<file path="config.mk">
export PLATFORM = sky130hd
export DESIGN_NAME = pccard_lane_steer
export DESIGN_NICKNAME = d
export VERILOG_FILES = /design/src/rtl/pccard_steer_pkg.sv /design/src/rtl/pccard_lane_decode.sv /design/src/rtl/pccard_seg_select.sv /design/src/rtl/pccard_lane_steer.sv
export SDC_FILE = /design/constraint.sdc
export NUM_CORES = 1
export LEC_CHECK = 0
export CAP_MARGIN = 30
export CORE_AREA = 5 5 42 44
export CTS_BUF_LIST = sky130_fd_sc_hd__clkbuf_2 sky130_fd_sc_hd__clkbuf_4 sky130_fd_sc_hd__clkbuf_8
export DETAILED_ROUTE_END_ITERATION = 16
export DIE_AREA = 0 0 47 49
export PLACE_DENSITY = 0.68
export SLEW_MARGIN = 20
export SYNTH_ARGS = -nofsm -noshare
export SYNTH_HDL_FRONTEND = slang
export SYNTH_SLANG_ARGS = --single-unit
</file>
<file path="constraint.sdc">
create_clock -name clk -period 1.3 [get_ports clk]
set_input_delay 0.39 -clock clk [delete_from_list [all_inputs] [get_ports clk]]
set_output_delay 0.39 -clock clk [all_outputs]
set_load 0.05 [all_outputs]
</file>
<file path="src/rtl/pccard_steer_pkg.sv">
package pccard_steer_pkg;

    // Registered lane and strobe controls shared by the decoder and the top.
    typedef struct packed {
        logic attr_ce;
        logic lo_oe;
        logic hi_oe;
        logic swap;
        logic lo_bad;
        logic hi_bad;
        logic lo_ones;
        logic hi_ones;
        logic wr_n;
    } lane_ctl_t;

    localparam lane_ctl_t LANE_IDLE = '{
        attr_ce: 1'b0,
        lo_oe:   1'b0,
        hi_oe:   1'b0,
        swap:    1'b0,
        lo_bad:  1'b0,
        hi_bad:  1'b0,
        lo_ones: 1'b0,
        hi_ones: 1'b0,
        wr_n:    1'b1
    };

endpackage

</file>
<file path="src/rtl/pccard_lane_decode.sv">
module pccard_lane_decode
    import pccard_steer_pkg::*;
(
    input  logic      ce1_n,
    input  logic      ce2_n,
    input  logic      reg_n,
    input  logic      oe_n,
    input  logic      we_n,
    input  logic      a0,
    input  logic      wp_sw,
    input  logic      populated,
    output logic      even_acc,
    output logic      odd_acc,
    output lane_ctl_t ctl
);

    logic lo_used;
    logic hi_used;
    logic lo_only;
    logic rd;
    logic wr;
    logic attr;

    always_comb begin
        lo_used  = ~ce1_n;
        hi_used  = ~ce2_n;
        lo_only  = lo_used & ~hi_used;
        attr     = ~reg_n;

        // Even byte reached by a word access or an x8 access with a0 low.
        even_acc = lo_used & (hi_used | ~a0);
        // Odd byte reached on the high lane, or transposed in x8 mode.
        odd_acc  = hi_used | (lo_only & a0);

        // A read needs OE without WE; a write needs WE without OE.
        rd = ~oe_n & we_n;
        wr = ~we_n & oe_n & ~wp_sw & (lo_used | hi_used);

        ctl.attr_ce = attr & even_acc;
        ctl.lo_oe   = rd & lo_used;
        ctl.hi_oe   = rd & hi_used;
        ctl.swap    = lo_only & a0;
        ctl.lo_bad  = rd & attr & lo_only & a0;
        ctl.hi_bad  = rd & attr & hi_used;
        ctl.lo_ones = rd & ~attr & ~populated & lo_used;
        ctl.hi_ones = rd & ~attr & ~populated & hi_used;
        ctl.wr_n    = ~wr;
    end

endmodule

</file>
<file path="src/rtl/pccard_seg_select.sv">
module pccard_seg_select #(
    parameter int PAIRS = 2,
    parameter int SEL_W = 2
) (
    input  logic [SEL_W-1:0] seg_addr,
    input  logic             common,
    input  logic             even_acc,
    input  logic             odd_acc,
    output logic             populated,
    output logic [PAIRS-1:0] ev_ce,
    output logic [PAIRS-1:0] od_ce
);

    localparam logic [SEL_W:0] POP_LIMIT = (SEL_W + 1)'(PAIRS);

    always_comb populated = ({1'b0, seg_addr} < POP_LIMIT);

    for (genvar g = 0; g < PAIRS; g++) begin : g_pair
        logic hit;
        always_comb begin
            hit      = common & (seg_addr == SEL_W'(g));
            ev_ce[g] = hit & even_acc;
            od_ce[g] = hit & odd_acc;
        end
    end

endmodule

</file>
<file path="src/rtl/pccard_lane_steer.sv">
module pccard_lane_steer
    import pccard_steer_pkg::*;
#(
    parameter int PAIRS = 2,
    parameter int SEL_W = 2
) (
    input  logic             clk,
    input  logic             rst_n,
    input  logic             ce1_n,
    input  logic             ce2_n,
    input  logic             reg_n,
    input  logic             oe_n,
    input  logic             we_n,
    input  logic             a0,
    input  logic [SEL_W-1:0] seg_addr,
    input  logic             wp_sw,
    output logic [PAIRS-1:0] ev_ce,
    output logic [PAIRS-1:0] od_ce,
    output logic             attr_ce,
    output logic             lo_oe,
    output logic             hi_oe,
    output logic             swap,
    output logic             lo_bad,
    output logic             hi_bad,
    output logic             lo_ones,
    output logic             hi_ones,
    output logic             wr_n
);

    logic             even_acc;
    logic             odd_acc;
    logic             populated;
    lane_ctl_t        ctl_c;
    logic [PAIRS-1:0] ev_c;
    logic [PAIRS-1:0] od_c;

    lane_ctl_t        ctl_d, ctl_q;
    logic [PAIRS-1:0] ev_d, ev_q;
    logic [PAIRS-1:0] od_d, od_q;

    pccard_lane_decode u_lane (
        .ce1_n     (ce1_n),
        .ce2_n     (ce2_n),
        .reg_n     (reg_n),
        .oe_n      (oe_n),
        .we_n      (we_n),
        .a0        (a0),
        .wp_sw     (wp_sw),
        .populated (populated),
        .even_acc  (even_acc),
        .odd_acc   (odd_acc),
        .ctl       (ctl_c)
    );

    pccard_seg_select #(.PAIRS(PAIRS), .SEL_W(SEL_W)) u_seg (
        .seg_addr  (seg_addr),
        .common    (reg_n),
        .even_acc  (even_acc),
        .odd_acc   (odd_acc),
        .populated (populated),
        .ev_ce     (ev_c),
        .od_ce     (od_c)
    );

    always_comb begin
        ctl_d = ctl_c;
        ev_d  = ev_c;
        od_d  = od_c;
    end

    always_ff @(posedge clk) begin
        if (!rst_n) begin
            ctl_q <= LANE_IDLE;
            ev_q  <= '0;
            od_q  <= '0;
        end else begin
            ctl_q <= ctl_d;
            ev_q  <= ev_d;
            od_q  <= od_d;
        end
    end

    assign ev_ce   = ev_q;
    assign od_ce   = od_q;
    assign attr_ce = ctl_q.attr_ce;
    assign lo_oe   = ctl_q.lo_oe;
    assign hi_oe   = ctl_q.hi_oe;
    assign swap    = ctl_q.swap;
    assign lo_bad  = ctl_q.lo_bad;
    assign hi_bad  = ctl_q.hi_bad;
    assign lo_ones = ctl_q.lo_ones;
    assign hi_ones = ctl_q.hi_ones;
    assign wr_n    = ctl_q.wr_n;

    a_r3_odd_on_low: assert property (@(posedge clk) disable iff (!rst_n)
        rst_n && !ce1_n && ce2_n && a0 && !oe_n && we_n
        |=> swap && lo_oe && !hi_oe);

    a_r6_float_oe_high: assert property (@(posedge clk) disable iff (!rst_n)
        rst_n && oe_n |=> !lo_oe && !hi_oe);

    a_r7_attr_no_segment: assert property (@(posedge clk) disable iff (!rst_n)
        rst_n && !reg_n |=> (ev_ce == '0) && (od_ce == '0));

    a_r9_protect_blocks_write: assert property (@(posedge clk) disable iff (!rst_n)
        rst_n && wp_sw |=> wr_n);

    a_r10_strobe_conflict: assert property (@(posedge clk) disable iff (!rst_n)
        rst_n && !oe_n && !we_n |=> wr_n && !lo_oe && !hi_oe);

    a_r11_one_pair: assert property (@(posedge clk) disable iff (!rst_n)
        $onehot0(ev_ce) && $onehot0(od_ce));

    a_r12_ones_only_common: assert property (@(posedge clk) disable iff (!rst_n)
        (lo_ones || hi_ones) |-> !attr_ce && (ev_ce == '0) && (od_ce == '0));

endmodule

</file>
After elaboration in Yosys (flattened, before gate mapping)
Cells that the tools add are included.
{"block": "totals", "register_bits": 13, "output_inout_bits": 13, "elab_cells": 50}
{"block": "classes", "n_lt_le_gt_ge": 1, "eq_ne": 1, "bitwise": 36, "reduce_logical": 1}
{"cell": "AND 1 bit", "count": 24}
{"cell": "NOT 1 bit", "count": 9}
{"cell": "bitwise OR 1 bit", "count": 3}
{"cell": "== test 2 x 1 -> 1 bit, second input constant", "count": 1}
{"cell": "logical NOT 2 bit", "count": 1}
{"cell": "< comparator 2 bit, second input constant", "count": 1}

Longest topological paths before layout
Gate-level depths: netlist (run 1).
{"block": "depth", "word_depth": 5, "ltp_mapped": 2, "mapped_depth_nobuf": 2}

By module
Synthesis (run 1) repeated with hierarchy kept, for this count alone.
{"block": "hier_totals", "cells_unflattened": 47, "area_unflattened_um2": 504.2}
{"module": "pccard_lane_steer", "instances": 1, "cells_each": 27, "area_each_um2": 362.8, "seq_area_each_um2": 260.2}
{"module": "pccard_lane_decode", "instances": 1, "cells_each": 15, "area_each_um2": 90.1, "seq_area_each_um2": 0.0}
{"module": "pccard_seg_select", "instances": 1, "cells_each": 5, "area_each_um2": 51.3, "seq_area_each_um2": 0.0}

Least setup slack after synthesis (run 1)
Ideal clock, no wire load.
{"block": "synth_timing", "kind": "reg2out", "startpoint": "register ctl_q (netlist bit attr_ce)", "endpoint": "output attr_ce", "arrival_time_ns": 0.587, "path_slack_ns": 0.323, "stages_incl_launch_ff": 1, "path_cell_list": "dfxtp_1"}
{"item": "start, declared", "line_no": "pccard_lane_steer.sv:37", "rtl": "lane_ctl_t ctl_d, ctl_q;"}
{"item": "start signal, assigned", "line_no": "pccard_lane_steer.sv:77", "rtl": "ctl_q <= ctl_d;"}
{"item": "end, declared", "line_no": "pccard_lane_steer.sv:19", "rtl": "output logic attr_ce,"}
No word-level cell between the ends.

Worst setup path in the final report (run 1)
{"block": "layout_timing", "startpoint": "input ce2_n", "endpoint": "register ctl_q (netlist bit attr_ce)"}
{"block": "layout_via", "elab_chain_len": 4}
{"item": "start, declared", "line_no": "pccard_lane_steer.sv:10", "rtl": "input logic ce2_n,"}
{"item": "NOT 1 bit", "line_no": "pccard_lane_decode.sv:26", "rtl": "hi_used = ~ce2_n;"}
{"item": "bitwise OR 1 bit", "line_no": "pccard_lane_decode.sv:31", "rtl": "even_acc = lo_used & (hi_used | ~a0);"}
{"item": "AND 1 bit", "line_no": "pccard_lane_decode.sv:31"}
{"item": "AND 1 bit", "line_no": "pccard_lane_decode.sv:39", "rtl": "ctl.attr_ce = attr & even_acc;"}
No other way between the ends.
A chain may end at the register's enable or synchronous reset.

==> impl_metrics.py, run 1 <==
metrics = {
    "logic_synthesis": {
        "syn_nets": 47,
        "synth_xor_area_share_pct": 0,
        "yosysUniqueCellTypes": 15,
        "synth_top_family_by_area": "simple AND/OR/NAND/NOR gates",
        "synth_fa_ha_area_share_pct": 0,
        "synth_top_area_share_pct": 64.4,
        "synth_top_area_cell": "dfxtp_1",
        "synth_compound_area_share_pct": 6.19,
        "async_reset_ff_share_pct": 0,
        "seq_area_frac_synth_pct": 64.4,
        "netlist_area_um2": 404,
        "synth.area.mux_share_pct": 0,
        "synth_common_cells": "dfxtp_1, nor2_1, nand2_1",
        "synthSimpleGateAreaFrac_pct": 27.6,
        "syn_avg_cell_area_um2": 11.2,
        "yosys_warnings": 0,
        "synth_edf_count": 0,
        "synth.most_common_cell": "dfxtp_1",
        "synthTopCellsByArea": "dfxtp_1, nand4bb_1, nor2_1",
        "postSynthCellCount": 36,
        "ys_dominant_reg_cell": "dfxtp_1",
        "synth-seq-cells": 13,
    },
    "sta": {
        "hold_viol": 0,
        "slew_headroom_pct": 85.2,
        "setup_viol": 0,
        "worst_pin_slew_ns": 0.221,
        "holdWs_ns": 0.681,
        "final.period_utilization_pct": 89.5,
        "slew_viol_final": 0,
        "clock.fmax_mhz": 860,
        "period_needed_ns": 1.16,
        "rsz0062_at_grt": "no",
    },
    "layout": {
        "final_area_um2": 837,
        "diodes": 0,
        "area_delta_synth_final_pct": 107,
        "drive_gt1_share_pct": 33.3,
        "filler_cell_count": 126,
        "fin_nets": 78,
        "stdcell_count": 82,
    },
    "worst_setup_path": {
        "startpoint": "ce2_n",
        "end_kind": "register",
        "start_kind": "primary input",
        "critical_path_class": "in -> reg",
        "crit_arrival_ns": 1.36,
        "cp-endpoint": "attr_ce$_SDFF_PN0_",
        "crit_fanout": 6,
        "required_ns": 1.49,
    },
    "placement": {
        "placed_area_um2": 807,
        "place.port_buffers": 23,
        "gp_congestion": 0.745,
        "dp.cells": 78,
        "hpwl_um": 786,
    },
    "die": {
        "die_w_um": 47,
        "die_h_um": 49,
        "num_io_pins": 24,
        "dieArea_um2": 2300,
        "num_rows": 14,
        "core_region_area_um2": 1400,
        "start_util_pct": 28.8,
    },
    "routing": {
        "routedWlPerCell_um": 11.6,
        "vias": 354,
        "first_pass_iters": 2,
        "drtIter0Drc": 3,
        "drc": 0,
        "drtAntennaViolNets": 0,
        "vias_per_cell": 4.32,
        "wirelength_um": 948,
    },
    "cts": {
        "numCtsBuffers": 3,
        "post_cts_resized": 0,
        "cts.clk_slew.worst_paths_ns": 0.08,
        "clk_path_buf_depth": 2,
        "ctsHoldBuffers": 0,
        "htree_levels": 1,
        "cts_setup_buffers": 0,
        "cts.sinks": 13,
        "cts_tree": "done",
        "cts-root-buf": "clkbuf_4",
    },
    "global_routing": {
        "use_met2_pct": 14.9,
        "use_met1_pct": 11.2,
        "antenna_found_initial": 0,
        "grt_use_total_pct": 9.92,
        "grt_pass1_vias": 387,
        "grt_pass1_wl_um": 1590,
        "grt_busiest_layer": "met2",
        "grt-ovfl-total": 0,
        "grt_max_degree": 8,
        "met3_usage_pct": 3.32,
    },
    "hold_path": {
        "hp-class": "in -> reg",
    },
    "flow_run": {
        "drv_cap": 0,
    },
    "power": {
        "cellLeakagePower_nw": 0.343,
        "power_density_nw_per_um2": 954,
        "p_total_mw": 0.799,
        "ir_worst_vdd_mv": 0.504,
    },
    "outcome": {
        "status": "finished, final reports clean",
    },
}
how the worst min path moves through the flow:
stage | slack [ns] | startpoint | cells past startpoint | end
after floorplan | 0.45 | seg_addr[0] | 1 | od_ce[0]$_SDFF_PN0_
after global placement | 0.84 | hi_oe$_SDFF_PN0_ | 1 | hi_oe
after detailed placement | 0.84 | attr_ce$_SDFF_PN0_ | 1 | attr_ce
after CTS | 0.67 | oe_n | 2 | wr_n$_SDFF_PN1_
after global routing | 0.69 | oe_n | 2 | wr_n$_SDFF_PN1_
final | 0.68 | oe_n | 2 | wr_n$_SDFF_PN1_
metrics by stage:
stage	worst slack (ns)	util [%]	TNS, ns
3_3_place_gp	-0.109	57.6	-0.511
6_report	0.137	59.7	0
5_1_grt	0.0750	59.7	0
4_1_cts	0.120	59.7	0
2_1_floorplan	0.323	-	0
3_5_place_dp	-0.143	57.6	-0.822
kinds of logic (layout without fill, tap and decap cells):
group	count (synthesis)	after routing
compound gates	3	3
buf+inv	2	32
flops	13	13
simple gates	18	18
flip-flops by register name, summed over array words and instances, names as in the netlist:
| signal | flops |
|---|---|
| ev_ce | 2 |
| od_ce | 2 |
| attr_ce | 1 |
| hi_bad | 1 |
| hi_oe | 1 |
| hi_ones | 1 |
| lo_bad | 1 |
| lo_oe | 1 |
| lo_ones | 1 |
| swap | 1 |
| wr_n | 1 |
worst max-delay path: stages:
cell and delay, ns:
clkdlybuf4s50_1 0.51, a21o_1 0.26, nor3b_2 0.19
final cells by class:
| cell class | instances | area, um2 | share of cell area [%] |
|---|---|---|---|
| Clock buffer | 4 | 30.0 | 3.59 |
| Inverter | 2 | 7.51 | 0.897 |
| Timing Repair Buffer | 26 | 383 | 45.7 |
| Multi-Input combinational cell | 21 | 136 | 16.3 |
| Sequential cell | 13 | 260 | 31.1 |
| Tap cell | 16 | 20.0 | 2.39 |
per-layer routing:
metal | wire length, um | up-vias
li1 | - | 182
met1 | 379 | 157
met2 | 485 | 13
met3 | 66 | 2
met4 | 16 | 0
met5 | 0 | -
where the power goes:
group | total [mW] | switching (mW) | internal [mW]
Clock | 0.257 | 0.117 | 0.139
Sequential | 0.412 | 0.00609 | 0.406
Combinational | 0.130 | 0.0584 | 0.0719
Total | 0.799 | 0.182 | 0.617
placed cells by master, fill, tap and decap left out, drive strengths merged:
master / count
buf: 16
dfxtp: 13
clkdlybuf4s50: 10
nor2: 5
clkbuf: 4
nand2: 3
nor3: 2
nand4bb: 2
inv: 2
nor3b: 2
nand4b: 1
a21o: 1
nand2b: 1
a21oi: 1
nand3b: 1
a211oi: 1
nand4: 1
Power figures use the tool's default switching activity.
==> inputs of run 2 (changes only) <==
HOLD_SLACK_MARGIN = 0.05   (was not set)
PLACE_DENSITY = 0.71   (was 0.68)
clock period = 1.04 ns   (was 1.3 ns; I/O delays follow)
==> run 2 against run 1 <==
  * The run now ends with setup timing left
  * Hold slack got worse by 0.34 ns
  * Global-route usage shrank 0.16 points
  * Sequential share of layout area is 0.80 points higher
  * Via count increased by 7.6%
  * Utilization up 2.1 points
  * Clock power up 26%
  * Cell area rose by 3.6%
  * Total power increased by 26%
  * Critical path depth down 2
  * Die area stayed put
  * Non-clock buffer count decreased by 1
  * Routed wire length up 4.7%
==> impl_metrics.py, run 2 (synthesis results as in run 1) <==
metrics = {
    "outcome": {
        "status": "complete, but fails checks",
        "violations": "setup timing",
    },
    "placement": {
        "gp_congestion": 0.808,
        "place.port_buffers": 23,
        "hpwl_um": 802,
    },
    "sta": {
        "slew_viol_final": 0,
        "rsz0062_at_grt": "yes",
        "finalWorstSetupSlack_ns": -0.0179,
        "slew_headroom_pct": 83.0,
        "clock.fmax_mhz": 945,
        "holdWs_ns": 0.343,
        "final.period_utilization_pct": 102,
        "period_needed_ns": 1.06,
        "worst_pin_slew_ns": 0.255,
        "setup_viol": 13,
        "hold_viol": 0,
    },
    "layout": {
        "seqCellArea_um2": 277,
        "diodes": 0,
        "multi_input_area_um2": 158,
        "fin_nets": 77,
        "mostFrequentLayoutCells": "dfxtp_2, buf_12, clkdlybuf4s50_1",
        "area_delta_synth_final_pct": 115,
        "drive_gt1_share_pct": 55.4,
        "fin_util_pct": 61.9,
        "filler_cell_count": 128,
    },
    "global_routing": {
        "grt_pass1_wl_um": 1610,
        "grt_use_total_pct": 9.75,
        "grt_max_degree": 8,
        "grt-ovfl-total": 0,
        "grt_pass1_vias": 379,
        "antenna_found_initial": 0,
    },
    "routing": {
        "met3WireLength_um": 79,
        "drc": 0,
        "wirelength_um": 993,
        "routedWlPerCell_um": 12.3,
        "first_pass_iters": 4,
        "wl_met2_um": 568,
        "highest_layer": "met3",
        "vias_per_cell": 4.70,
        "wl_met1_um": 346,
        "drtIter0Drc": 3,
        "vias": 381,
        "drtAntennaViolNets": 0,
    },
    "hold_path": {
        "hp-class": "in -> reg",
        "min_from": "ce1_n",
    },
    "worst_setup_path": {
        "cp_slowest_stage_delay_ns": 0.35,
        "crit_chain": "buf_12",
        "crit_arrival_ns": 0.75,
        "critPathSlowestCell": "dfxtp_2",
        "start_kind": "register",
        "worst-path-buf-inv": 1,
        "cp_top_family": "flip-flops",
        "required_ns": 0.73,
        "end_kind": "output port",
        "startpoint": "attr_ce$_SDFF_PN0_",
        "crit_fanout": 1,
        "critical_path_class": "reg -> out",
    },
    "cts": {
        "cts_setup_buffers": 0,
        "cts.sinks": 13,
        "clk_path_buf_depth": 2,
        "numCtsBuffers": 3,
        "cts_tree": "done",
        "cts.clk_slew.worst_paths_ns": 0.08,
        "ctsHoldBuffers": 0,
        "cts-root-buf": "clkbuf_4",
        "htree_levels": 1,
    },
    "power": {
        "p_total_mw": 1.01,
        "power_density_nw_per_um2": 1160,
        "cellLeakagePower_nw": 0.360,
        "ir_worst_vdd_mv": 0.750,
    },
    "die": {
        "die_w_um": 47,
        "start_util_pct": 28.8,
        "die_h_um": 49,
        "num_io_pins": 24,
        "num_rows": 14,
        "core_region_area_um2": 1400,
        "dieArea_um2": 2300,
    },
    "flow_run": {
        "drv_cap": 0,
    },
}
[run 2: cell types whose count changed in the layout (fill, tap and decap cells not counted)]
cell / previous run / this run
dfxtp_1: 13 / 0
dfxtp_2: 0 / 13
clkdlybuf4s50_1: 10 / 7
dlygate4sd2_1: 0 / 2
buf_4: 3 / 2
dlymetal6s2s_1: 0 / 1
nand4bb_1: 2 / 1
nand4bb_4: 0 / 1
nor3_1: 2 / 1
nor3_2: 0 / 1
[run 2: routing by layer]
layer | GRT usage (%) | up-vias
li1 | - | 181
met5 | 0 | -
met2 | 15.2 | 16
met4 | 6.91 | 0
met3 | 1.85 | 0
met1 | 11.3 | 184
[run 2: final cells by class]
| type | instances | share of cell area, % |
|---|---|---|
| Timing Repair Buffer | 25 | 43.3 |
| Tap cell | 16 | 2.31 |
| Inverter | 2 | 0.866 |
| Sequential cell | 13 | 31.9 |
| Multi-Input combinational cell | 21 | 18.2 |
| Clock buffer | 4 | 3.46 |
[run 2: what timing repair did]
item | CTS | global route
pin swaps | 0 | 1
resized for setup | 15 | 3
setup endpoints to repair | 14 | 18
endpoints found under the hold margin | 0 | 0
[run 2: stage by stage]
| step | cell area, um2 | TNS, ns | instances | setup WS, ns |
|---|---|---|---|---|
| after CTS | 843 | -0.166 | 81 | -0.0258 |
| after floorplan | 404 | 0 | 36 | 0.141 |
| after detailed placement | 800 | -3.03 | 77 | -0.285 |
| after global routing | 867 | -0.612 | 81 | -0.0571 |
| final | 867 | -0.122 | 81 | -0.0179 |
| after global placement | 800 | -2.74 | 77 | -0.251 |
[run 2: report_power, final]
part / internal, mW / switching (mW)
clock: 0.174 / 0.150
combinational: 0.0881 / 0.0768
sequential: 0.509 / 0.00781
[run 2: final timing paths]
check,end,slack [ns],cells past startpoint
hold / removal,swap$_SDFF_PN0_,0.34,2
setup / recovery,attr_ce,-0.02,1
